==> src/rtl/rt_pkg.sv <==
package rt_pkg;
  localparam int unsigned RT_PORT_W  = 4;
  localparam int unsigned RT_REQ_LSB = 0;
  localparam int unsigned RT_RSP_LSB = 8;
  localparam int unsigned RT_BC_LSB  = 16;

  typedef enum logic [1:0] {
    CLS_REQ  = 2'd0,
    CLS_RSP  = 2'd1,
    CLS_BC   = 2'd2,
    CLS_NONE = 2'd3
  } pkt_class_e;

  typedef struct packed {
    logic [RT_PORT_W-1:0] bc;
    logic [RT_PORT_W-1:0] rsp;
    logic [RT_PORT_W-1:0] req;
  } route_entry_t;

  localparam route_entry_t RT_RESET_ENTRY = '{bc: 4'b0001, rsp: 4'b0001, req: 4'b0001};

  // keep only the lowest set bit
  function automatic logic [RT_PORT_W-1:0] lowest_bit(input logic [RT_PORT_W-1:0] v);
    return v & (~v + RT_PORT_W'(1));
  endfunction

  function automatic logic multi_bit(input logic [RT_PORT_W-1:0] v);
    return (v & (v - RT_PORT_W'(1))) != '0;
  endfunction
endpackage

==> src/rtl/rt_store.sv <==
module rt_store
  import rt_pkg::*;
#(
  parameter int unsigned NODES  = 8,
  parameter int unsigned DATA_W = 32,
  localparam int unsigned IDX_W = $clog2(NODES)
) (
  input  logic              clk_i,
  input  logic              rst_ni,
  input  logic              wr_en_i,
  input  logic [IDX_W-1:0]  wr_idx_i,
  input  logic [DATA_W-1:0] wr_data_i,
  output route_entry_t      ent_o [NODES]
);
  route_entry_t wr_ent;

  always_comb begin
    wr_ent.req = wr_data_i[RT_REQ_LSB +: RT_PORT_W];
    wr_ent.rsp = wr_data_i[RT_RSP_LSB +: RT_PORT_W];
    wr_ent.bc  = wr_data_i[RT_BC_LSB  +: RT_PORT_W];
  end

  for (genvar n = 0; n < NODES; n++) begin : g_ent
    always_ff @(posedge clk_i or negedge rst_ni) begin
      if (!rst_ni) begin
        ent_o[n] <= RT_RESET_ENTRY;
      end else if (wr_en_i && wr_idx_i == IDX_W'(n)) begin
        ent_o[n] <= wr_ent;
      end
    end
  end
endmodule

==> src/rtl/rt_select.sv <==
module rt_select
  import rt_pkg::*;
(
  input  route_entry_t         ent_i,
  input  pkt_class_e           cls_i,
  input  logic                 tbl_off_i,
  input  logic [1:0]           dflt_link_i,
  output logic [RT_PORT_W-1:0] ports_o,
  output logic                 err_o
);
  logic [RT_PORT_W-1:0] dflt_ports;

  // code 3 = local node, codes 0..2 = links 0..2 at bits 1..3
  always_comb begin
    dflt_ports = '0;
    if (dflt_link_i == 2'd3) dflt_ports[0] = 1'b1;
    else                     dflt_ports[dflt_link_i + 2'd1] = 1'b1;
  end

  always_comb begin
    ports_o = '0;
    err_o   = 1'b0;
    if (tbl_off_i) begin
      ports_o = dflt_ports;
    end else begin
      unique case (cls_i)
        CLS_REQ: begin
          ports_o = lowest_bit(ent_i.req);
          err_o   = multi_bit(ent_i.req);
        end
        CLS_RSP: begin
          ports_o = lowest_bit(ent_i.rsp);
          err_o   = multi_bit(ent_i.rsp);
        end
        CLS_BC:   ports_o = ent_i.bc;
        default:  ports_o = '0;
      endcase
    end
  end
endmodule

==> src/rtl/node_route_table.sv <==
module node_route_table
  import rt_pkg::*;
#(
  parameter int unsigned NODES  = 8,
  parameter int unsigned DATA_W = 32,
  localparam int unsigned IDX_W = $clog2(NODES)
) (
  input  logic                 clk_i,
  input  logic                 rst_ni,
  input  logic                 wr_en_i,
  input  logic [IDX_W-1:0]     wr_idx_i,
  input  logic [DATA_W-1:0]    wr_data_i,
  input  logic [IDX_W-1:0]     rd_idx_i,
  output logic [DATA_W-1:0]    rd_data_o,
  input  logic                 tbl_off_i,
  input  logic [1:0]           dflt_link_i,
  input  logic                 lk_valid_i,
  input  logic [IDX_W-1:0]     lk_node_i,
  input  logic [1:0]           lk_class_i,
  output logic                 res_valid_o,
  output logic [RT_PORT_W-1:0] res_ports_o,
  output logic                 res_err_o
);
  route_entry_t         ent [NODES];
  route_entry_t         rd_ent;
  logic [RT_PORT_W-1:0] sel_ports;
  logic                 sel_err;

  rt_store #(.NODES(NODES), .DATA_W(DATA_W)) u_store (
    .clk_i     (clk_i),
    .rst_ni    (rst_ni),
    .wr_en_i   (wr_en_i),
    .wr_idx_i  (wr_idx_i),
    .wr_data_i (wr_data_i),
    .ent_o     (ent)
  );

  always_comb begin
    rd_ent    = ent[rd_idx_i];
    rd_data_o = '0;
    rd_data_o[RT_REQ_LSB +: RT_PORT_W] = rd_ent.req;
    rd_data_o[RT_RSP_LSB +: RT_PORT_W] = rd_ent.rsp;
    rd_data_o[RT_BC_LSB  +: RT_PORT_W] = rd_ent.bc;
  end

  rt_select u_sel (
    .ent_i       (ent[lk_node_i]),
    .cls_i       (pkt_class_e'(lk_class_i)),
    .tbl_off_i   (tbl_off_i),
    .dflt_link_i (dflt_link_i),
    .ports_o     (sel_ports),
    .err_o       (sel_err)
  );

  always_ff @(posedge clk_i or negedge rst_ni) begin
    if (!rst_ni) begin
      res_valid_o <= 1'b0;
      res_ports_o <= '0;
      res_err_o   <= 1'b0;
    end else begin
      res_valid_o <= lk_valid_i;
      res_ports_o <= lk_valid_i ? sel_ports : '0;
      res_err_o   <= lk_valid_i & sel_err;
    end
  end
endmodule

==> config.mk <==
export PLATFORM = sky130hd
export DESIGN_NAME = node_route_table
export DESIGN_NICKNAME = d
export VERILOG_FILES = /design/src/rtl/rt_pkg.sv /design/src/rtl/rt_store.sv /design/src/rtl/rt_select.sv /design/src/rtl/node_route_table.sv
export SDC_FILE = /design/constraint.sdc
export NUM_CORES = 1
export LEC_CHECK = 0
export ABC_AREA = 1
export CAP_MARGIN = 20
export CORE_MARGIN = 8
export CORE_UTILIZATION = 50
export DETAILED_ROUTE_END_ITERATION = 8
export DONT_BUFFER_PORTS = 1
export GPL_ROUTABILITY_DRIVEN = 1
export GPL_TIMING_DRIVEN = 0
export PLACE_DENSITY = 0.75
export SETUP_SLACK_MARGIN = 0.02
export SLEW_MARGIN = 20
export SYNTH_ARGS = -nofsm -noshare
export SYNTH_HDL_FRONTEND = slang
export SYNTH_HIERARCHICAL = 1
export SYNTH_SLANG_ARGS = --single-unit
==> constraint.sdc <==
create_clock -name clk_i -period 1.3 [get_ports clk_i]
set_input_delay 0.195 -clock clk_i [delete_from_list [all_inputs] [get_ports clk_i]]
set_output_delay 0.195 -clock clk_i [all_outputs]
set_load 0.03 [all_outputs]
## Word-level counts from Yosys, hierarchy flattened

Cells that the tools add are included.

| storage, ports and cells | value |
|---|---|
| flip-flop bits (word level) | 102 |
| latch bits | 0 |
| bits in writable memories | 0 |
| bits in read-only memories | 0 |
| input bits | 50 |
| word-level logic and storage cells | 83 |
| memories kept | 0 |

| operators by class | value |
|---|---|
| add/subtract/negate cells | 5 |
| multiply operators | 0 |
| divide/modulo/power cells | 0 |
| order comparisons | 4 |
| eq/ne operators | 10 |
| shifts and indexed selects | 0 |
| mux-type cells | 15 |
| bitwise logic cells | 9 |
| reductions and logical operators | 13 |

Operators with widths:

| cell | count |
|---|---|
| $bmux W12 S3 | 2 |
| $mux W12 | 4 |
| $and A4 B4 Y4 | 4 |
| $eq A3 B3 Y1 const B | 4 |
| $pmux W4 S3 | 1 |
| $logic_and A1 B1 Y1 | 9 |
| $add A4 B1 Y4 const B | 2 |
| $ge A4 B4 Y1 const B | 2 |
| $mux W4 | 2 |
| $not A3 Y4 | 2 |
| $not A4 Y4 | 2 |
| $reduce_bool A4 Y1 | 2 |
| $sub A4 B1 Y4 const B | 2 |
| $eq A3 B2 Y1 const B | 2 |
| $eq A2 B2 Y1 const B | 2 |
| $eq A3 B1 Y1 const B | 1 |
| $logic_not A3 Y1 | 1 |
| $lt A2 B3 Y1 const B | 1 |
| $mux W1 | 3 |
| $mux W3 | 1 |
| $add A2 B1 Y2 const B | 1 |
| $demux W1 S2 | 1 |
| $eq A2 B1 Y1 const B | 1 |
| $ge A2 B1 Y1 const B | 1 |
| other kinds (3) | 3 |

## Depth between registers and ports, before layout

| logic depth | value |
|---|---|
| word-level depth | 10 |
| depth in mapped cells | 16 |
| mapped depth without buffers | 14 |

## Hierarchy

Netlist, hierarchy kept.

Modules (own cells, without submodules):

| module | times used | cells each | area each (sq um) | sequential area each (sq um) |
|---|---|---|---|---|
| rt_store | 1 | 444 | 3,890.0 | 2,432.3 |
| node_route_table | 1 | 581 | 2,572.5 | 150.1 |
| rt_select | 1 | 53 | 239.0 | 0.0 |

## Worst setup path before layout

No wires, ideal clock.

| timing | value |
|---|---|
| path type | input-to-reg |
| start point | input port lk_node_i[1] |
| end point | register res_err_o |
| library setup time | 0.063 ns |
| arrival | 1.350 ns |
| required time | 1.237 ns |
| path slack | -0.113 ns |
| stages | 13 |
| path through | buf_2 inv_1 buf_2 nand3_1 nand2_1 nand2_1 nand2_1 inv_1 o21ai_1 nand3_1 a21oi_2 nand2_1 inv_1 |

| on the way | value |
|---|---|
| cells in the longest elaborated chain, start to end | 10 |

RTL lines:

| what | line | RTL |
|---|---|---|
| from (decl) | node_route_table.sv:18 | `input logic [IDX_W-1:0] lk_node_i,` |
| $not A3 Y4 (implied by the code) (*) | node_route_table.sv:47 | `.ent_i (ent[lk_node_i]),` |
| $bmux W12 S3 (*) | node_route_table.sv:47 |  |
| $mux W12 (implied by the code) (*) (2 in series) | node_route_table.sv:47 |  |
| $sub A4 B1 Y4 | rt_pkg.sv:28 | `return (v & (v - RT_PORT_W'(1))) != '0;` |
| $and A4 B4 Y4 | rt_pkg.sv:28 |  |
| $reduce_bool A4 Y1 | rt_pkg.sv:28 |  |
| $pmux W1 S2 (*) | rt_select.sv:26 | `unique case (cls_i)` |
| $mux W1 (*) | rt_select.sv:23 | `if (tbl_off_i) begin` |
| via sel_err | node_route_table.sv:27 | `logic sel_err;` |
| $and A1 B1 Y1 (*) | node_route_table.sv:63 | `res_err_o <= lk_valid_i & sel_err;` |
| to (signal assigned) | node_route_table.sv:63 |  |
| to (decl) | node_route_table.sv:22 | `output logic res_err_o` |

The timed path passes the listed nets; every way through them passes the cells marked *. The select of a mux whose other input is x is not followed.
A chain may end at the register's enable or synchronous reset.

## Worst setup path after layout

| timing | value |
|---|---|
| start point | register u_store/ent_o[92] (netlist name) |
| end point | output port rd_data_o[16] |

| on the way | value |
|---|---|
| cells in the longest elaborated chain, start to end | 3 |

RTL lines:

| what | line | RTL |
|---|---|---|
| from (decl) | rt_store.sv:13 | `output route_entry_t ent_o [NODES]` |
| from (signal, indexed assignment) | rt_store.sv:28 | `ent_o[n] <= wr_ent;` |
| $bmux W12 S3 | node_route_table.sv:39 | `rd_ent = ent[rd_idx_i];` |
| $mux W12 (implied by the code) (2 in series) | node_route_table.sv:39 |  |
| to (decl) | node_route_table.sv:14 | `output logic [DATA_W-1:0] rd_data_o,` |

Every way passes these cells. The select of a mux whose other input is x is not followed.

==> metrics.md <==
| Metric | Value |
|---|---|
| Final worst-path cycle share | `1.24` |
| Antenna Nets Post-Route | `0` |
| Via count | `about 7000` |
| Max Freq | `between 0.6 and 0.7 GHz` |
| Post-route DRC | `0` |
| Worst EP required | `roughly 1.1 ns` |
| Antenna fix cells | `0` |
| Avg Synthesized Cell Area | `slightly above 6 um^2` |
| Worst reg2reg setup slack | `-0.26 ns` |
| Worst R2R End | `res_err_o` |
| Last weighted congestion value of the routability-driven placer | `roughly 0.96` |
| Startpoint Class | `flip-flop` |
| Pre-CTS WS | `-0.374 ns` |
| Met3 Wirelength | `approximately 2400 um` |
| Ports | `88` |
| Gr usage total | `0.256` |
| Arrival time at the worst endpoint | `approximately 1.4 ns` |
| H-tree levels | `3` |
| Tightest Hold Check Type | `in2async` |
| Post-DP HPWL | `15700 um` |
| DR vias/cell | `roughly 5.3` |
| Yosys top cell area share | `0.325` |
| Worst R2R Path Depth | `12` |
| Die H | `between 100 and 150 um` |
| Sink Count | `between 100 and 150` |
| Pin count of the biggest net entering global routing | `between 100 and 150` |
| Final wirelength | `roughly 22000 um` |
| VDD IR max | `1160 uV` |
| RSZ-0062 raised after global routing | `true` |
| Pins Over Slew Limit | `0` |
| Total grt overflow | `0` |
| Post-synth EDFFs | `0` |
| Max Cap Violations | `0` |
| Port Buf Inserts | `0` |
| WL per Instance | `between 15 and 20 um` |
| Core Region | `between 10000 and 15000 um^2` |
| Initial drt markers | `about 750` |
| Layout cell share with drive strength beyond 1 | `0.243` |
| Leak | `around 4.5 nW` |
| Synth area leader | `nand2_1` |
| Min Tclk post-route | `1.61 ns` |
| CTS Hold Bufs | `3` |
| Final hold viol count | `between 100 and 150` |
| DRT Pass-1 Iters | `6` |
| CTS tree | `yes` |
| Root Driver | `clkbuf_16` |
| Die area | `approximately 17000 um^2` |
| Final Instance Count excl. Fillers | `1306` |
| Filler cell count | `~1300` |
| CP Class | `reg2out` |
| Yosys cell types | `19` |
| Sequential share of the synthesized area | `0.385` |
| Die X | `approximately 130 um` |
| First-pass GRT wire length | `34700 um` |
| Slew @ Worst Pin | `between 0.6 and 0.7 ns` |
| Final nets | `1175` |
| Num rows | `between 40 and 50` |
| CTS Buffer Depth | `2` |
| Wire length on met1 | `9320 um` |
| Initial antenna violation count | `0` |
| Hold Slack | `-0.477 ns` |
| Crit end category | `output pin` |
| Met2 wire length | `about 9800 um` |
| Ys flop type | `dfrtp_1` |
| Final setup fails | `17` |
| Reg clk slew, reported paths | `around 0.070 ns` |
| Clk_skew | `0.00563 ns` |
| Maximum fanout along the worst path | `2` |
| YS warnings | `6` |
| Synth Register Bits | `approximately 100` |
| Violations in the final reports | `negative hold slack, negative setup slack` |
| Status | `complete, but fails checks` |
| Initial core utilization | `0.508` |
| Synth top area cells | `nand2_1 32%, dfrtp_1 29%, nand3_1 12%` |
| Worst-skew pair later-pin latency | `0.37 ns` |
| Post-route setup slack | `-0.313 ns` |
| Syn-to-layout area delta | `16.7%` |
| Clock buffer count from CTS | `9` |
| Max-slew headroom at the worst pin | `0.595` |
| Mapped cell area | `6700 um^2` |
| Post-Syn Instances | `about 1100` |
| Top layer in use | `met4` |
| Worst reg2reg startpoint | `u_store/ent_o[72]` |
| Ys async rst share | `1.00` |
| Util after Layout | `0.593` |
| Number of global-route vias before repair | `6270` |
| Pwr Density | `1300 nW/um^2` |
| Placed Cells incl. Taps | `1273` |
## through the flow
| step | cell area [um^2] | TNS, ns | power [mW] |
|---|---|---|---|
| floorplan | 6800 | -0.0493 | 6.17 |
| global placement | 7020 | -3.90 | 6.81 |
| detailed placement | 7020 | -3.92 | 6.88 |
| CTS | 7590 | -3.71 | 9.96 |
| global route | 7820 | -4.77 | 10.7 |
| finish | 7820 | -3.65 | 10.2 |
## logic make-up after synthesis
family | synth area share
compound gates | 0.00205
flops | 0.385
other cells | 0.000560
buf+inv | 0.147
simple gates | 0.465
## Yosys cell counts, types with 2 or more instances
cell	instances
clkbuf_1	9
nand2_1	580
dfstp_2	24
buf_2	39
nor2_4	2
buf_6	2
nor2_1	9
dfrtp_1	78
buf_4	37
nor2_2	4
nand2_2	5
inv_2	7
nand3_1	164
inv_1	113
## layer usage
layer / vias up / track usage
li1: 3276 / -
met4: 0 / 0.0989
met1: 3246 / 0.345
met3: 48 / 0.0648
met5: - / 0
met2: 367 / 0.385
## what timing repair did
action                     CTS  global route
gates resized for setup     75            62
hold endpoints to repair   110           102
setup endpoints to repair   17            17
pin swaps                   43            37
buffers inserted             5             9
## where the power goes
| group | switching (mW) | leakage (nW) | internal, mW |
|---|---|---|---|
| Clock | 1.23 | 0.153 | 1.61 |
| Sequential | 0.391 | 1.24 | 3.85 |
| Combinational | 2.08 | 3.14 | 1.05 |
## worst max path at each step
stage / depth (start not counted) / slack, ns / startpoint / endpoint
after floorplan: 14 / -0.02 / lk_node_i[0] / res_err_o
after global placement: 14 / -0.35 / lk_node_i[1] / res_ports_o[3]
after detailed placement: 13 / -0.37 / lk_node_i[1] / res_err_o
after CTS: 6 / -0.31 / u_store/ent_o[92] / rd_data_o[16]
after global routing: 6 / -0.34 / u_store/ent_o[4] / rd_data_o[8]
final: 6 / -0.31 / u_store/ent_o[92] / rd_data_o[16]
## flip-flops by register name, indices dropped and copies added, names as in the netlist
signal	cells
res_err_o	1
res_ports_o	4
res_valid_o	1
u_store/ent_o	96
## cell type report
| type | instances | area (um^2) | area share |
|---|---|---|---|
| Buffer | 87 | 547 | 0.0699 |
| Clock buffer | 12 | 256 | 0.0328 |
| Clock inverter | 4 | 52.6 | 0.00672 |
| Inverter | 121 | 454 | 0.0581 |
| Multi-Input combinational cell | 787 | 3570 | 0.456 |
| Sequential cell | 102 | 2580 | 0.330 |
| Tap cell | 176 | 220 | 0.0282 |
| Timing Repair Buffer | 17 | 139 | 0.0178 |
## placed cells by master (no fill, tap or decap), types with 2 or more instances in the layout
master / Yosys / final
nor2_1: 9 / 6
clkbuf_2: 0 / 3
buf_4: 37 / 53
dlygate4sd3_1: 0 / 3
nor2_4: 2 / 4
buf_2: 39 / 35
inv_2: 7 / 47
nand3_4: 0 / 2
nand3_1: 164 / 141
nand3_2: 0 / 21
dfstp_2: 24 / 24
clkbuf_16: 0 / 9
clkbuf_8: 0 / 2
nand2_2: 5 / 45
clkbuf_1: 9 / 7
inv_1: 113 / 73
nor2_2: 4 / 5
nand2_4: 0 / 15
conb_1: 1 / 20
nand2_1: 580 / 525
buf_6: 2 / 4
dfrtp_1: 78 / 78
## critical path, cell delays in order (launching register included)
cell     delay [ns]
dfstp_2        0.55
inv_2          0.06
nand2_2        0.06
nand3_2        0.08
nand2_2        0.09
nand2_2        0.06
nand2_4        0.15
(Power assumes the default switching activity.)
